==> src/rtl/node_pkg.sv <==
package node_pkg;

  // Connection state codes; values are visible on the nodeState port.
  typedef enum logic [2:0] {
    RT_IDLE     = 3'd0,
    RT_STRAIGHT = 3'd1,
    RT_CROSS    = 3'd2,
    RT_UP_STR   = 3'd3,
    RT_UP_CRS   = 3'd4,
    RT_LO_STR   = 3'd5,
    RT_LO_CRS   = 3'd6
  } route_e;

  typedef enum logic [1:0] {
    POL_FIXED  = 2'd0,
    POL_ALT    = 2'd1,
    POL_RAND   = 2'd2,
    POL_FIXED2 = 2'd3
  } policy_e;

  // Strobes handed from control to datapath.
  typedef struct packed {
    route_e route;
    logic   payloadOk;
  } nodeCtl_t;

endpackage

==> src/rtl/node_arb.sv <==
module node_arb
  import node_pkg::*;
#(
  parameter int unsigned LFSR_W    = 16,
  parameter logic [LFSR_W-1:0] LFSR_TAPS = 16'hB400,
  parameter logic [LFSR_W-1:0] LFSR_SEED = 16'hACE1
) (
  input  logic       clk,
  input  logic       rstN,
  input  logic       contend,
  input  logic [1:0] policySel,
  output logic       winLower
);

  logic              altBit;
  logic [LFSR_W-1:0] lfsr;

  // Free-running Galois generator; alternation flop moves only on contention.
  always_ff @(posedge clk) begin
    if (!rstN) begin
      altBit <= 1'b0;
      lfsr   <= LFSR_SEED;
    end else begin
      lfsr <= lfsr[0] ? ((lfsr >> 1) ^ LFSR_TAPS) : (lfsr >> 1);
      if (contend && policySel == POL_ALT) altBit <= ~altBit;
    end
  end

  always_comb begin
    case (policySel)
      POL_ALT:  winLower = altBit;
      POL_RAND: winLower = lfsr[0];
      default:  winLower = 1'b0;
    endcase
  end

endmodule

==> src/rtl/node_ctrl.sv <==
module node_ctrl
  import node_pkg::*;
#(
  parameter int unsigned GUARD_CYCLES = 4,
  parameter int unsigned LFSR_W       = 16,
  parameter logic [LFSR_W-1:0] LFSR_TAPS = 16'hB400,
  parameter logic [LFSR_W-1:0] LFSR_SEED = 16'hACE1
) (
  input  logic       clk,
  input  logic       rstN,
  input  logic       slotStart,
  input  logic       slotEnd,
  input  logic [1:0] policySel,
  input  logic [1:0] inFrame,
  input  logic [1:0] inRoute,
  output nodeCtl_t   ctl
);

  localparam int unsigned CNT_W = (GUARD_CYCLES > 0) ? $clog2(GUARD_CYCLES + 1) : 1;
  localparam logic [CNT_W-1:0] GUARD_LD = CNT_W'(GUARD_CYCLES);

  route_e           route;
  route_e           nextRoute;
  logic [CNT_W-1:0] guardCnt;
  logic             contend;
  logic             winLower;

  assign contend = slotStart & inFrame[0] & inFrame[1] & (inRoute[0] == inRoute[1]);

  node_arb #(
    .LFSR_W   (LFSR_W),
    .LFSR_TAPS(LFSR_TAPS),
    .LFSR_SEED(LFSR_SEED)
  ) arb (
    .clk      (clk),
    .rstN     (rstN),
    .contend  (contend),
    .policySel(policySel),
    .winLower (winLower)
  );

  // Decision from the leading-edge headers.
  always_comb begin
    nextRoute = RT_IDLE;
    case (inFrame)
      2'b01: nextRoute = inRoute[0] ? RT_UP_CRS : RT_UP_STR;
      2'b10: nextRoute = inRoute[1] ? RT_LO_STR : RT_LO_CRS;
      2'b11: begin
        if (inRoute[0] != inRoute[1])
          nextRoute = inRoute[0] ? RT_CROSS : RT_STRAIGHT;
        else if (winLower)
          nextRoute = inRoute[1] ? RT_LO_STR : RT_LO_CRS;
        else
          nextRoute = inRoute[0] ? RT_UP_CRS : RT_UP_STR;
      end
      default: nextRoute = RT_IDLE;
    endcase
  end

  always_ff @(posedge clk) begin
    if (!rstN) begin
      route    <= RT_IDLE;
      guardCnt <= '0;
    end else if (slotStart) begin
      route    <= nextRoute;
      guardCnt <= GUARD_LD;
    end else if (slotEnd) begin
      route    <= RT_IDLE;
      guardCnt <= '0;
    end else if (guardCnt != '0) begin
      guardCnt <= guardCnt - 1'b1;
    end
  end

  assign ctl.route     = route;
  assign ctl.payloadOk = (route != RT_IDLE) && (guardCnt == '0);

endmodule

==> src/rtl/node_dpath.sv <==
module node_dpath
  import node_pkg::*;
#(
  parameter int unsigned TAG_W = 16
) (
  input  nodeCtl_t               ctl,
  input  logic [1:0]             inData,
  input  logic [1:0][TAG_W-1:0]  inTag,
  input  logic [1:0]             ackIn,
  output logic [1:0]             outLive,
  output logic [1:0]             outValid,
  output logic [1:0]             outData,
  output logic [1:0][TAG_W-1:0]  outTag,
  output logic [1:0]             ackOut
);

  logic [1:0] outEn;
  logic [1:0] outSrc;

  always_comb begin
    outEn  = 2'b00;
    outSrc = 2'b10;
    case (ctl.route)
      RT_STRAIGHT: begin outEn = 2'b11; outSrc = 2'b10; end
      RT_CROSS:    begin outEn = 2'b11; outSrc = 2'b01; end
      RT_UP_STR:   begin outEn = 2'b01; outSrc[0] = 1'b0; end
      RT_UP_CRS:   begin outEn = 2'b10; outSrc[1] = 1'b0; end
      RT_LO_STR:   begin outEn = 2'b10; outSrc[1] = 1'b1; end
      RT_LO_CRS:   begin outEn = 2'b01; outSrc[0] = 1'b1; end
      default:     begin outEn = 2'b00; end
    endcase
  end

  for (genvar o = 0; o < 2; o++) begin : g_out
    assign outData[o]  = outEn[o] & inData[outSrc[o]];
    assign outTag[o]   = outEn[o] ? inTag[outSrc[o]] : '0;
    assign outValid[o] = outEn[o] & ctl.payloadOk;
  end

  assign outLive = outEn;

  // Reverse lane follows the same connections backward.
  always_comb begin
    ackOut = 2'b00;
    for (int o = 0; o < 2; o++) begin
      if (outEn[o]) ackOut[outSrc[o]] = ackOut[outSrc[o]] | ackIn[o];
    end
  end

endmodule

==> src/rtl/node_switch.sv <==
module node_switch
  import node_pkg::*;
#(
  parameter int unsigned GUARD_CYCLES = 4,
  parameter int unsigned TAG_W        = 16,
  parameter int unsigned LFSR_W       = 16,
  parameter logic [LFSR_W-1:0] LFSR_TAPS = 16'hB400,
  parameter logic [LFSR_W-1:0] LFSR_SEED = 16'hACE1
) (
  input  logic                   clk,
  input  logic                   rstN,
  input  logic                   slotStart,
  input  logic                   slotEnd,
  input  logic [1:0]             policySel,
  input  logic [1:0]             inFrame,
  input  logic [1:0]             inRoute,
  input  logic [1:0]             inData,
  input  logic [1:0][TAG_W-1:0]  inTag,
  input  logic [1:0]             ackIn,
  output logic [1:0]             outLive,
  output logic [1:0]             outValid,
  output logic [1:0]             outData,
  output logic [1:0][TAG_W-1:0]  outTag,
  output logic [1:0]             ackOut,
  output logic [2:0]             nodeState
);

  nodeCtl_t ctl;

  node_ctrl #(
    .GUARD_CYCLES(GUARD_CYCLES),
    .LFSR_W      (LFSR_W),
    .LFSR_TAPS   (LFSR_TAPS),
    .LFSR_SEED   (LFSR_SEED)
  ) ctrl (
    .clk      (clk),
    .rstN     (rstN),
    .slotStart(slotStart),
    .slotEnd  (slotEnd),
    .policySel(policySel),
    .inFrame  (inFrame),
    .inRoute  (inRoute),
    .ctl      (ctl)
  );

  node_dpath #(
    .TAG_W(TAG_W)
  ) dpath (
    .ctl     (ctl),
    .inData  (inData),
    .inTag   (inTag),
    .ackIn   (ackIn),
    .outLive (outLive),
    .outValid(outValid),
    .outData (outData),
    .outTag  (outTag),
    .ackOut  (ackOut)
  );

  assign nodeState = ctl.route;

endmodule

==> config.mk <==
export PLATFORM = sky130hd
export DESIGN_NAME = node_switch
export DESIGN_NICKNAME = d
export VERILOG_FILES = /design/src/rtl/node_pkg.sv /design/src/rtl/node_arb.sv /design/src/rtl/node_ctrl.sv /design/src/rtl/node_dpath.sv /design/src/rtl/node_switch.sv
export SDC_FILE = /design/constraint.sdc
export NUM_CORES = 1
export LEC_CHECK = 0
export ABC_CLOCK_PERIOD_IN_PS = 2400
export CAP_MARGIN = 0
export CORE_MARGIN = 10
export CORE_UTILIZATION = 55
export CTS_CLUSTER_DIAMETER = 40
export DETAILED_ROUTE_END_ITERATION = 6
export DONT_BUFFER_PORTS = 1
export PLACE_DENSITY = 0.7
export SLEW_MARGIN = 25
export SYNTH_ARGS = -nofsm -noshare
export SYNTH_HDL_FRONTEND = slang
export SYNTH_SLANG_ARGS = --single-unit
==> constraint.sdc <==
create_clock -name clk -period 2.4 [get_ports clk]
set_input_delay 0.36 -clock clk [delete_from_list [all_inputs] [get_ports clk]]
set_output_delay 0.36 -clock clk [all_outputs]
set_load 0.03 [all_outputs]
# ---- After elaboration in Yosys (flattened, before gate mapping)
# Cells that the tools add are included.
# W data, S select, Z words.
dict set report word_totals {
  wordCells 87
  output_inout_bits 43
  in_bits 46
  reg_bits 23
}
dict set report op_classes {
  n_mux 36
  addsub 1
  magnitude_cmp 4
  eq_ne 13
  reduce_logical 15
  bitwise 13
}
# operator n
set op_table {}
lappend op_table {{$mux W16} 7}
lappend op_table {{$mux W3} 8}
lappend op_table {{$mux W1} 11}
lappend op_table {{$reduce_or A2 Y1} 5}
lappend op_table {{$eq A3 B3 Y1 const B} 3}
lappend op_table {{$pmux W3 S3} 1}
lappend op_table {{$reduce_bool A3 Y1} 3}
lappend op_table {{$mux W2} 4}
lappend op_table {{$and A1 B1 Y1} 7}
lappend op_table {{$eq A2 B2 Y1 const B} 3}
lappend op_table {{$eq A3 B2 Y1 const B} 2}
lappend op_table {{$pmux W2 S3} 1}
lappend op_table {{$eq A2 B1 Y1 const B} 2}
lappend op_table {{$logic_and A1 B1 Y1} 4}
lappend op_table {{$lt A1 B2 Y1 const B} 2}
lappend op_table {{$not A3 Y4} 1}
lappend op_table {{$eq A3 B1 Y1 const B} 1}
lappend op_table {{$logic_not A3 Y1} 1}
lappend op_table {{$reduce_or A3 Y1} 1}
lappend op_table {{$sub A3 B1 Y3 const B} 1}
lappend op_table {{$and A2 B2 Y2} 1}
lappend op_table {{$bwmux W2} 1}
lappend op_table {{$demux W1 S1} 2}
lappend op_table {{$ge A1 B1 Y1 const B} 2}
lappend op_table {{other kinds (6)} 8}

# ---- Logic depth before layout (Yosys ltp)
dict set report logic_depth {
  depth_word 14
  mapped_depth 6
  depth_no_buf 5
}

# ---- By module
# From an unflattened synthesis, not the netlist that was laid out.
dict set report hier_totals {
  hier_cells 148
  area_unflattened_um2 1367.6
}
# module seq_area_each_um2 instances area_each_um2 cells_per_inst
set by_module_without_submodules {}
lappend by_module_without_submodules {node_arb 340.3 1 543.0 47}
lappend by_module_without_submodules {node_dpath 0.0 1 481.7 57}
lappend by_module_without_submodules {node_ctrl 120.1 1 342.8 44}

# ---- Worst setup path before layout
# No wires, ideal clock.
dict set report synth_path {
  kind {register to output}
  from {register ctrl.route[1]}
  to {output outValid[0]}
  stages_incl_launch_ff 6
  n_path_buf 2
  t_arrival_ns 1.866
  slack_ns 0.174
  cell_sequence {dfxtp_1 > buf_2 > nor2b_1 > buf_2 > or2_1 > nor2b_1}
}
dict set report synth_between {
  elab_chain_cells 4
}
# element line_no
set synth_lines {}
lappend synth_lines {{from (decl)} node_ctrl.sv:22} ;# route_e route;
lappend synth_lines {{from (signal assigned)} node_ctrl.sv:65} ;# route <= nextRoute;
lappend synth_lines {{$eq A3 B2 Y1, or another cell as far along} node_dpath.sv:23} ;# case (ctl.route)
lappend synth_lines {{$reduce_or A2 Y1 (no source line)} n/a}
lappend synth_lines {{$pmux W2 S3 *} node_dpath.sv:23}
lappend synth_lines {{net outLive[0]} node_switch.sv:20} ;# output logic [1:0] outLive,
lappend synth_lines {{$and A1 B1 Y1 *} node_dpath.sv:37} ;# assign outValid[o] = outEn[o] & ctl.payloadOk;
lappend synth_lines {{to (decl)} node_switch.sv:21} ;# output logic [1:0] outValid,
# The timed path passes the listed nets; every way through them passes the cells marked *.

# ---- Worst setup path in the final report
dict set report layout_path {
  from {register ctrl.route[0]}
  to {output ackOut[0]}
}
dict set report layout_between {
  elab_chain_cells 14
}
# element line_no
set layout_lines {}
lappend layout_lines {{$eq A3 B3 Y1 / $eq A3 B2 Y1 (equally long branches)} node_dpath.sv:23}
lappend layout_lines {{$reduce_or A2 Y1 (no source line)} n/a}
lappend layout_lines {{$mux W1} node_dpath.sv:23}
lappend layout_lines {{$lt A1 B2 Y1 (implied by the code) / $ge A1 B1 Y1 (equally long branches)} node_dpath.sv:46} ;# if (outEn[o]) ackOut[outSrc[o]] = ackOut[outSrc[o]] | ackIn[o];
lappend layout_lines {{$logic_and A1 B1 Y1 (implied by the code)} node_dpath.sv:46}
lappend layout_lines {{$mux W1 (implied by the code)} node_dpath.sv:46}
lappend layout_lines {{$demux W1 S1} n/a}
lappend layout_lines {{$and A2 B2 Y2 (no source line)} n/a}
lappend layout_lines {{$mux W2} node_dpath.sv:46}
lappend layout_lines {{$mux W1 (implied by the code) (2 in a row)} node_dpath.sv:46}
lappend layout_lines {{$or A1 B1 Y1} node_dpath.sv:46}
lappend layout_lines {{$bwmux W2} node_dpath.sv:46}
lappend layout_lines {{$mux W2 *} node_dpath.sv:46}
lappend layout_lines {{to (decl)} node_switch.sv:24} ;# output logic [1:0] ackOut,
# Mark *: on every way between the ends. The rest lies on a longest branch, timed or not. The select of a mux whose other input is x is not followed.

==> run_results.csv <==
group,metric,value,unit
critical_path,critPathKind,"reg -> out",
critical_path,worst-path-max-fanout,22,
synth,ys_types,35,
power_and_ir_drop,peakVddDrop,491,uV
synth,synth_seq_area_share,0.314,
power_and_ir_drop,power_leakage,0.787,nW
clocking,path_clk_slew,0.11,ns
finish,n_antenna_cell,0,
timing,tightest_slew,0.580,ns
synth,yosysTopAreaCellShare,0.314,
finish,nets,271,
die,die_w,71.6,microns
grt,grt_max_degree,23,
critical_path,cp.required,2.04,ns
clocking,cts_root_buf,"clkbuf_4",
synth,synthAdderAreaFrac,0.0341,
clocking,cts_tree,"yes",
critical_path,r2r_cells,3,
timing,setup_tns,0,ns
timing,skew,0.000798,ns
die,core-area,0.00250,sq mm
timing,fmax,443,MHz
finish,final_layout_size_suffix_gt1_frac,0.255,
synth,yosysMostFrequentCell,"dfxtp_1",
critical_path,cp.arrival,1.90,ns
synth,synthSimpleGateAreaFrac,0.222,
synth,synthXorXnorAreaFrac,0.0631,
placement,hpwl,3.82,mm
power_and_ir_drop,p_clk_frac,0.170,
synth,synthCells,182,
drt,drc,0,
grt,grt_overflow,0,
finish,fin_area,0.00181,sq mm
power_and_ir_drop,comb_power_share,0.401,
power_and_ir_drop,p_seq_frac,0.429,
clocking,clkLatencyLatePin,0.30,ns
worst_hold_path,min_from,"rstN",
synth,synth_mux_area_frac,0,
grt,grt_antenna_before_repair,0,
grt,grt_pass1_vias,1376,
clocking,clock-sinks,23,
timing,fin_crit,2.26,ns
power_and_ir_drop,powerDensity,543,mW/mm^2
worst_hold_path,hold_path_depth,1,
drt,wl,4.76,mm
drt,drtIter0Drc,165,
critical_path,crit_start,"ctrl.route[0]",
synth,synth_top_cell_by_area,"dfxtp_1",
timing,relSlewSlack,0.613,
critical_path,timing.rr.start,"ctrl.route[0]",
synth,synth_top_family_by_area,"compound AO/OA/AOI/OAI gates",
synth,synth-edff-count,0,
critical_path,rrSetupSlack,0.95,ns
critical_path,startpoint_type,"flop",
status,status,"complete, no violations",
grt,grt_usage,0.165,
synth,synthFlopType,"dfxtp_1",
synth,syn-num-nets,232,
finish,area_growth,23.5,%
timing,finalSetupViolCount,0,
placement,port_buffers,0,
synth,synthArstFlopShare,0,
clocking,cts_setup_buffers,0,
worst_hold_path,hp-class,"in -> reg",
synth,syn_area,0.00147,sq mm
clocking,htreeDepth,1,
synth,ys_top_cells_by_count,"dfxtp_1 (23), a21oi_1 (22), nand3_1 (21), a22o_1 (18), o21ai_0 (18)",
synth,synth.area.top_cells,"dfxtp_1 (31%), a22o_1 (11%), a21oi_1 (7.5%), nand3_1 (7.2%), o21ai_0 (6.1%)",
critical_path,r2r_end,"ctrl.route[0]",
finish,seqCellArea,463,sq um
drt,post_drt_via_cell_ratio,6.18,
drt,ant_nets,0,
run,maxCapViolCount,0,
synth,ys_ff_latch,23,
worst_hold_path,min_to,"ctrl.arb.lfsr[10]",
synth,syn_area_per_cell,8.06,sq um
placement,gp_congestion,0.873,
clocking,cts_buffers,3,
die,io_pins,89,
power_and_ir_drop,p_switching,0.000363,W
synth,ys_warn_count,0,
timing,hold_violations,0,
critical_path,crit_path_end_kind,"output port",
drt,wire_per_inst,19.0,microns
synth,synth_compound_area_frac,0.286,
die,die_area,0.00513,sq mm
finish,fillers,205,
die,chipHeight,71.6,microns
die,rows,18,
drt,first_pass_iters,4,
power_and_ir_drop,p_sw_frac,0.369,
die,start_util,0.587,
grt,grt_pass1_wl,7.13,mm
clocking,cts_buffer_depth,2,
timing,slew_viol_final,0,
placement,placed_cell_area,0.00177,sq mm
timing,rsz0062_at_grt,"false",
timing,fin_crit_sh,0.940,
finish,multi_input_area,898,sq um
drt,vias,1546,
power_and_ir_drop,intPower,0.000620,W
[logic make-up (layout without fill, tap and decap cells)]
kind of cell,count (synthesis),after routing
fa+ha+maj,4,4
simple gates,59,59
compound gates,66,66
xor+xnor,8,8
flops,23,23
buf+inv,22,60
[stage by stage]
stage / util / power (W) / cells / hold WS [ns] / setup WS (ns)
floorplan: - / 0.000704 / 182 / 0.386 / 0.174
finish: 0.725 / 0.000983 / 250 / 0.119 / 0.144
CTS: 0.719 / 0.000985 / 250 / 0.113 / 0.0748
detailed placement: 0.709 / 0.000821 / 246 / 0.392 / 0.417
global route: 0.725 / 0.00103 / 250 / 0.103 / 0.0237
global placement: 0.709 / 0.000813 / 246 / 0.388 / 0.460
[layout make-up]
cell class,count,area share
Sequential cell,23,0.256
Multi-Input combinational cell,137,0.496
Inverter,9,0.0186
Clock buffer,4,0.0145
Tap cell,30,0.0207
Timing Repair Buffer,47,0.195
[worst max-delay path, cell delays in order (launching register included)]
cell and delay (ns):
dfxtp_1 0.34, buf_4 0.22, clkinv_1 0.47, a32o_1 0.40, buf_4 0.16
[routing by layer]
metal,wire (microns),global-route usage,vias to the layer above,share of wire
li1,-,-,726,-
met1,1670,0.172,721,0.35
met2,2410,0.303,88,0.51
met3,605,0.0537,11,0.13
met4,81,0.0559,0,0.017
met5,0,0,-,0
[worst max-delay path by stage]
stage               slack, ns  cells past startpoint          end
floorplan                0.17                      5  outValid[0]
global placement         0.46                      4   outTag[10]
detailed placement       0.42                      4   outTag[14]
CTS                      0.07                      4   outTag[14]
global route             0.02                      4    ackOut[0]
finish                   0.14                      4    ackOut[0]
[power by group through the flow]
| stage | Combinational [W] | Clock, W | Sequential, W |
|---|---|---|---|
| 2_1_floorplan | 0.000276 | 0 | 0.000428 |
| 3_3_place_gp | 0.000384 | 0 | 0.000428 |
| 3_5_place_dp | 0.000392 | 0 | 0.000429 |
| 4_1_cts | 0.000393 | 0.000171 | 0.000421 |
| 5_1_grt | 0.000420 | 0.000188 | 0.000426 |
| 6_report | 0.000395 | 0.000167 | 0.000422 |
[layout by cell type, fill, tap and decap left out, types with 3 or more instances in the layout]
cell type	Yosys	layout
xnor2_1	4	4
nor2_1	6	6
a21oi_1	22	22
nand2b_1	8	8
nand3_1	21	21
dfxtp_1	23	21
nand2_1	4	4
o21ai_0	18	18
and2_1	7	7
buf_4	0	47
a22o_1	18	18
nor2b_1	6	6
clkbuf_4	0	3
inv_1	8	8
ha_1	4	4
[flip-flops by register name, indices dropped and copies added, names as in the netlist]
name	flops
ctrl.route	3
ctrl.arb.lfsr	16
ctrl.guardCnt	3
ctrl.arb.altBit	1
[timing repair]
item,4_1_cts,5_1_grt
hold buffers,0,0
resized for setup,0,3
endpoints found under the setup margin,0,24
Note: power is estimated with default switching activity, not from simulation.
